==> src/rtl/hsdiv_pkg.sv <==
package hsdiv_pkg;

  // Shortest period (cycles) a code can produce: floor(code/2) + 1.
  function automatic int unsigned short_len(input int unsigned code);
    return (code >> 1) + 1;
  endfunction

  typedef enum logic {PH_SHORT = 1'b0, PH_LONG = 1'b1} phase_e;

endpackage

==> src/rtl/hsdiv_phase.sv <==
module hsdiv_phase #(
  parameter int CODE_W = 6,
  localparam int LEN_W = CODE_W
) (
  input  logic              clk_i,
  input  logic              rst_ni,
  input  logic              tick_i,
  input  logic [CODE_W-1:0] code_i,
  output logic [LEN_W-1:0]  len_o
);
  import hsdiv_pkg::*;

  logic [CODE_W-1:0] code_q;
  phase_e            phase_q;
  logic [LEN_W-1:0]  base_len;

  // Code and long/short phase only move on a period boundary.
  always_ff @(posedge clk_i) begin
    if (!rst_ni) begin
      code_q  <= '0;
      phase_q <= PH_SHORT;
    end else if (tick_i) begin
      code_q <= code_i;
      // odd codes alternate short and long periods; even codes stay short
      if (code_i[0] && phase_q == PH_SHORT) phase_q <= PH_LONG;
      else                                  phase_q <= PH_SHORT;
    end
  end

  assign base_len = {1'b0, code_q[CODE_W-1:1]} + LEN_W'(1);
  assign len_o    = base_len + LEN_W'(code_q[0] && phase_q == PH_LONG);

endmodule

==> src/rtl/hsdiv_count.sv <==
module hsdiv_count #(
  parameter int LEN_W = 6
) (
  input  logic             clk_i,
  input  logic             rst_ni,
  input  logic [LEN_W-1:0] len_i,
  output logic             tick_o
);
  logic [LEN_W-1:0] cnt_q;

  assign tick_o = (cnt_q == len_i - LEN_W'(1));

  always_ff @(posedge clk_i) begin
    if (!rst_ni)     cnt_q <= '0;
    else if (tick_o) cnt_q <= '0;
    else             cnt_q <= cnt_q + LEN_W'(1);
  end

endmodule

==> src/rtl/hsdiv_conv.sv <==
module hsdiv_conv #(
  parameter int CONV_DIV = 8,
  localparam int CONV_W = (CONV_DIV > 1) ? $clog2(CONV_DIV) : 1
) (
  input  logic clk_i,
  input  logic rst_ni,
  input  logic tick_i,
  output logic conv_o
);
  generate
    if (CONV_DIV == 1) begin : g_pass
      assign conv_o = tick_i;
    end else begin : g_cnt
      logic [CONV_W-1:0] tcnt_q;
      logic              last;
      assign last   = (tcnt_q == CONV_W'(CONV_DIV - 1));
      assign conv_o = tick_i && last;
      always_ff @(posedge clk_i) begin
        if (!rst_ni)     tcnt_q <= '0;
        else if (tick_i) tcnt_q <= last ? '0 : tcnt_q + CONV_W'(1);
      end
    end
  endgenerate

endmodule

==> src/rtl/hsdiv_top.sv <==
module hsdiv_top #(
  parameter int CODE_W   = 6,
  parameter int CONV_DIV = 8
) (
  input  logic              clk_i,
  input  logic              rst_ni,
  input  logic [CODE_W-1:0] code_i,
  output logic              tick_o,
  output logic              conv_o
);
  localparam int LEN_W = CODE_W;

  logic [LEN_W-1:0] len;

  hsdiv_phase #(.CODE_W(CODE_W)) u_phase (
    .clk_i  (clk_i),
    .rst_ni (rst_ni),
    .tick_i (tick_o),
    .code_i (code_i),
    .len_o  (len)
  );

  hsdiv_count #(.LEN_W(LEN_W)) u_count (
    .clk_i  (clk_i),
    .rst_ni (rst_ni),
    .len_i  (len),
    .tick_o (tick_o)
  );

  hsdiv_conv #(.CONV_DIV(CONV_DIV)) u_conv (
    .clk_i  (clk_i),
    .rst_ni (rst_ni),
    .tick_i (tick_o),
    .conv_o (conv_o)
  );

endmodule

==> config.mk <==
export PLATFORM = sky130hd
export DESIGN_NAME = hsdiv_top
export DESIGN_NICKNAME = d
export VERILOG_FILES = /design/src/rtl/hsdiv_pkg.sv /design/src/rtl/hsdiv_phase.sv /design/src/rtl/hsdiv_count.sv /design/src/rtl/hsdiv_conv.sv /design/src/rtl/hsdiv_top.sv
export SDC_FILE = /design/constraint.sdc
export NUM_CORES = 1
export LEC_CHECK = 0
export BUFFER_PORTS_ARGS = -buffer_cell sky130_fd_sc_hd__buf_2
export CORE_AREA = 5 5 46 48
export CTS_BUF_LIST = sky130_fd_sc_hd__clkbuf_8 sky130_fd_sc_hd__clkbuf_16
export DETAILED_ROUTE_END_ITERATION = 10
export DIE_AREA = 0 0 51 53
export PLACE_DENSITY = 0.76
export SLEW_MARGIN = 20
export SYNTH_ARGS = -nofsm -noshare
export SYNTH_HDL_FRONTEND = slang
export SYNTH_SLANG_ARGS = --single-unit
==> constraint.sdc <==
create_clock -name clk_i -period 2.9 [get_ports clk_i]
set_clock_uncertainty 0.1 [all_clocks]
set_input_delay 0.145 -clock clk_i [delete_from_list [all_inputs] [get_ports clk_i]]
set_output_delay 0.145 -clock clk_i [all_outputs]
set_load 0.01 [all_outputs]
After elaboration in Yosys (flattened, before gate mapping) --
Index checks and enable logic that the tools add are counted.
Cells by class: reduce and logical (&&, ||, !) cells 4, equal/unequal tests 2, $add $sub $neg 5, bitwise operators 2, muxes and demuxes 2
Operators with widths (count):
- $add 5x1->6 const B | 1
- $add 6x1->6 | 1
- $add 6x1->6 const B | 1
- $eq 6x6->1 | 1
- $sub 6x1->6 const B | 1
- $add 3x1->3 const B | 1
- $eq 3x3->1 const B | 1
- $logic_and 1x1->1 | 3
- $mux 3 | 1
- $not 1->1 | 2
- $reduce_or 2->1 | 1
- $mux 1 | 1
Word-level totals: bits of input ports 8, register bits after elaboration 16, output and inout bits 2

Longest topological paths before layout --
depth in word-level cells 5, mapped depth 8

Cells and area by module --
From an unflattened synthesis, not the netlist that was laid out.
Unflattened totals: cell total of the unflattened synthesis 95, area total of the unflattened synthesis 927.1 um^2
Modules (own cells, without submodules):
- hsdiv_count | instances 1, area an instance 419.2 um^2, cells an instance 46
- hsdiv_phase | instances 1, area an instance 356.6 um^2, cells an instance 36
- hsdiv_conv | instances 1, area an instance 151.4 um^2, cells an instance 13

Least setup slack after synthesis --
OpenSTA, ideal clock, no wires.
kind register to output, from reg u_phase.phase_q, to out conv_o, path buffers 0, path slack 866 ps, cell stages (with the launch flop) 9, arrival 1789 ps, cells stage by stage dfxtp_1 > and2_1 > ha_1 > ha_1 > xnor2_1 > o221a_2 > o2111ai_2 > inv_2 > and2_1
Between the ends: cells in the longest elaborated chain, start to end 5
Ends and longest elaborated chain:
- from (decl) | line hsdiv_phase.sv:14 | phase_e phase_q;
- from (signal assigned) | line hsdiv_phase.sv:21 | phase_q <= PH_SHORT;
- from (signal assigned) | line hsdiv_phase.sv:25 | if (code_i[0] && phase_q == PH_SHORT) phase_q <= PH_LONG;
- from (signal assigned) | line hsdiv_phase.sv:26 | else phase_q <= PH_SHORT;
- $logic_and 1x1->1 | line hsdiv_phase.sv:31 | assign len_o = base_len + LEN_W'(code_q[0] && phase_q == PH_LONG);
- $add 6x1->6 | line hsdiv_phase.sv:31
- $sub 6x1->6 | line hsdiv_count.sv:11 | assign tick_o = (cnt_q == len_i - LEN_W'(1));
- $eq 6x6->1 | line hsdiv_count.sv:11
- via tick_o | line hsdiv_top.sv:8 | output logic tick_o,
- $logic_and 1x1->1 | line hsdiv_conv.sv:17 | assign conv_o = tick_i && last;
- to (decl) | line hsdiv_top.sv:9 | output logic conv_o
The timed path passes the listed nets, and every way through them passes these cells.

Worst setup path in the final report --
from reg u_phase.phase_q, to out conv_o
Between the ends: cells in the longest elaborated chain, start to end 5
Ends and longest elaborated chain (line):
- $logic_and 1x1->1 | hsdiv_phase.sv:31
- $add 6x1->6 | hsdiv_phase.sv:31
- $sub 6x1->6 | hsdiv_count.sv:11
- $eq 6x6->1 | hsdiv_count.sv:11
- $logic_and 1x1->1 | hsdiv_conv.sv:17
No other way between the ends.

==> run summary <==
The kind of cell with the highest combined delay along the critical path is compound AO/OA/AOI/OAI gates. The final layout contains routed wiring with a total length of 1.45 mm. The least setup slack across all paths after layout was 0.488 ns; the final estimated routing congestion in global placement was 0.825. Setup repair after global routing left no endpoint under its margin. For the post-synthesis net count, the log shows 104.

At the pin with the least slew margin, the transition time is 0.367 ns. Counting instances, the worst hold path has a depth of 3. IR analysis of the VDD net gives a maximum drop of 0.684 mV. The destination of the worst hold path is u_phase.code_q[3].

A synthesized cell averages 9.31 µm². The number of diodes is 0, and the number of levels the H-tree was split into is 1. In this run the number of cells on the critical path is 9. The netlist uses 22 different library cells. The length in cells of the worst reg-to-reg path works out to 8. Number of I/O pins: 10. Synthesis handed over a netlist of 91 instances.

Data on the critical path is required at its endpoint by 2.65 ns. The total area inside the core boundary comes to 0.00167 mm². In this run the worst hold path is classified as in -> reg.

The count of unresolved DRC violations after routing was 0; the global-route wire length before repair was 2.66 mm. The run finished with clean final reports. CTS saw 16 sinks. The startpoint kind of the worst setup timing path was a flop. The peak fanout along the critical path was 4; the multi-input gate area in the final layout was 489 µm². Prior to clock tree synthesis, the placed netlist has a worst setup slack of 0.743 ns.

For this run, the top clock speed supported by timing is 415 MHz. Entering global routing, the biggest net connects 26 pins. Setup violations remaining at the end of the flow were counted as 0. Count of flip-flops with a built-in enable after synthesis: 0. The synthesized netlist occupies a cell area of 847 µm². The number of clock buffers added by TritonCTS is 3. Across the whole layout, storage elements account for 320 µm².

Clock latency on the worst-skew pair, taken at its later pin, is 0.25 ns. After filler insertion, the fill cell instance count of the layout stands at 168. Together, buffers and inverters on the worst path number 2. The tools report the switching component of the power as 0.000433 W. The die covers 0.00270 mm². The tools report the relative contribution of sequential cells to total power as 33.4%. After the last flow step, the layout net total stands at 115.

The floorplan step set the die width to 51 µm. Data arrives at the worst endpoint at 2.17 ns. The run gives 0 ns as the total negative slack for setup checks. The reg-to-reg setup timing slack is 0.72 ns. The slowest stage cell on the critical path is sky130_fd_sc_hd__dfxtp_1.

The number of hold-slack violations in the final timing report is 0, and the clock-pin slew on the worst setup and hold paths is 0.06 ns. The startpoint identified for the worst hold timing path is code_i[3]. For this run, the register share of the synthesized area comes to 37.8%. The run gives 13.4% as the combined global-route utilization of all metal layers. Total congestion overflow after global routing: 0. The worst register-to-register path begins at u_phase.phase_q. The share of Yosys cell area claimed by the top area cell type was 37.8%.

In this run the remaining antenna-violating nets after routing total 0. The final critical path takes up 83.2% of the cycle. Average wire per standard cell: 12.4 µm. In this run the critical register-to-register path is captured at u_phase.code_q[5].

The logs give 0 for the post-cts gate resize count and 0 for the number of hold-repair buffers added at the cts stage. The number of DRC violations after detailed-routing iteration 0 came out at 5. The delay of the slowest critical-path stage works out to 0.31 ns.

The category of the critical setup timing path was reg -> out. The run gives 629 as the via count of the first global-routing pass. The tools report the cell chosen for the clock root as sky130_fd_sc_hd__clkbuf_8. The count of buffers added on input and output ports is 9.

The biggest area consumer among synthesized cells is sky130_fd_sc_hd__dfxtp_1. For the buffer levels on the longest clock path, the log shows 2. Kind of capture point of the worst setup path: an output pin. The share of the core filled with cells is 56.3%, and the number of storage elements in the synthesis netlist is 16. The ratio of routed vias to standard cells works out to 5.26.

In the synthesized netlist the dominant register cell turns out to be sky130_fd_sc_hd__dfxtp_1. The analysis attributes to cell leakage a power of 0.444 nW. The relative slew slack was 75.5%; the number of maximum-capacitance constraint violations was 0. After synthesis, the cell types taking the most area are sky130_fd_sc_hd__dfxtp_1 (38%), sky130_fd_sc_hd__mux2i_1 (12%), sky130_fd_sc_hd__nand2_1 (8.9%). The relative area change from synthesis to final layout works out to 10.9%. Of the total power, combinational logic draws 52.1%. Leaving out fill and tap cells, the most frequent cell in the layout is sky130_fd_sc_hd__nand2_1. The run gives 0 as the buffer count from post-CTS setup fixing. The fraction of power spent switching nets is 38.8%, and the share of total power in the clock network is 14.5%.

The Yosys step of the flow raised 0 warnings. TritonCTS built the clock tree. For this run, asynchronously set or reset flops after synthesis account for 0%. The top cell types in the final layout, fill and taps aside, are sky130_fd_sc_hd__nand2_1 (20), sky130_fd_sc_hd__dfxtp_1 (16), sky130_fd_sc_hd__mux2i_1 (10), sky130_fd_sc_hd__buf_2 (9), sky130_fd_sc_hd__xnor2_1 (8). For this design the ratio of total power to cell area is 1190 mW/mm². Row generation in the floorplan step produced 15 rows. The critical path goes through and2_1 -> ha_1 -> ha_1 -> xnor2_1 -> o221a_2 -> o2111ai_2 -> inv_2 -> and2_1 -> buf_2. The total vias in the final route was 615; the share of final-layout standard cells stronger than drive strength 1 was 23.0%.

The tools report the number of antenna violations at the first check in global routing as 0. The die is 53 µm tall. The minimum clock period after layout was 2.41 ns; the number of slew-limit violations in the final report was 0.

Once the floorplan was initialized, standard cells occupied 50.7% of the core. For the cell internal power dissipation, the log shows 0.000682 W. For this run, the detailed router's first-pass iteration total came to 3.
power by group through the flow:
stage / Clock [W] / Combinational, W / Sequential [W]
floorplan: 0 / 0.000471 / 0.000356
global placement: 0 / 0.000574 / 0.000374
detailed placement: 0 / 0.000581 / 0.000379
CTS: 0.000166 / 0.000588 / 0.000374
global route: 0.000182 / 0.000638 / 0.000385
finish: 0.000162 / 0.000581 / 0.000373
Yosys cell counts (all sizes together) (2+ instances only):
master and instances:
buf 2, dfxtp 16, nor2 3, ha 5, nand2 20, nand3 4, xnor2 8, and3 5
xor2 3, inv 2, and2 2, nor3b 3, clkbuf 3, mux2i 10
metal layers:
layer	track usage [%]	vias to the layer above	routed length, µm
met3	5.07	3	63
met2	23.8	8	722
li1	-	324	-
met1	14.2	280	638
met5	0	-	0
met4	5.38	0	20
metrics by stage:
stage | power [W] | hold WS (ns) | instances | cell area [µm²]
floorplan | 0.000827 | 0.184 | 91 | 847
global placement | 0.000949 | 0.288 | 114 | 898
detailed placement | 0.000960 | 0.299 | 114 | 898
CTS | 0.00113 | 0.0361 | 117 | 940
global route | 0.00120 | 0.0388 | 117 | 940
finish | 0.00112 | 0.0368 | 117 | 940
sequential cells by signal, summed over array words and instances, names as in the netlist:
signal               count
u_count.cnt_q            6
u_phase.phase_q          1
u_phase.code_q           6
u_conv.g_cnt.tcnt_q      3
cell type report:
cell class,count,area share [%]
sequential,16,34.1
tap,17,2.26
inverter,2,0.799
clock buffer,3,4.39
timing repair buffer,11,6.39
multi-input combinational,68,52.1
cell families (layout without fill, tap and decap cells):
family,count (synthesis),count (layout),synth area share (%)
and+or+nand+nor,39,39,23.5
adders and majority gates,5,5,7.39
AOI/OAI and AO/OA,3,3,3.69
muxes,10,10,11.8
xor gates and xnor gates,11,11,11.4
DFF,16,16,37.8
buffers and inverters,7,16,4.43
worst reg2reg max path, stage by stage (launching register included):
cell and delay, ns:
sky130_fd_sc_hd__dfxtp_1 0.31, sky130_fd_sc_hd__and2_1 0.15, sky130_fd_sc_hd__ha_1 0.20, sky130_fd_sc_hd__ha_1 0.23
sky130_fd_sc_hd__xnor2_1 0.14, sky130_fd_sc_hd__o221a_2 0.28, sky130_fd_sc_hd__o2111ai_2 0.22, sky130_fd_sc_hd__buf_4 0.23
sky130_fd_sc_hd__mux2i_1 0.22
worst max path at each step:
stage | end | slack [ns] | startpoint
2_1_floorplan | conv_o | 0.87 | u_phase.phase_q
3_3_place_gp | conv_o | 0.81 | u_phase.phase_q
3_5_place_dp | conv_o | 0.74 | u_phase.phase_q
4_1_cts | conv_o | 0.47 | u_phase.phase_q
5_1_grt | conv_o | 0.32 | u_phase.phase_q
6_report | conv_o | 0.49 | u_phase.phase_q
Power figures use the tool's default switching activity.
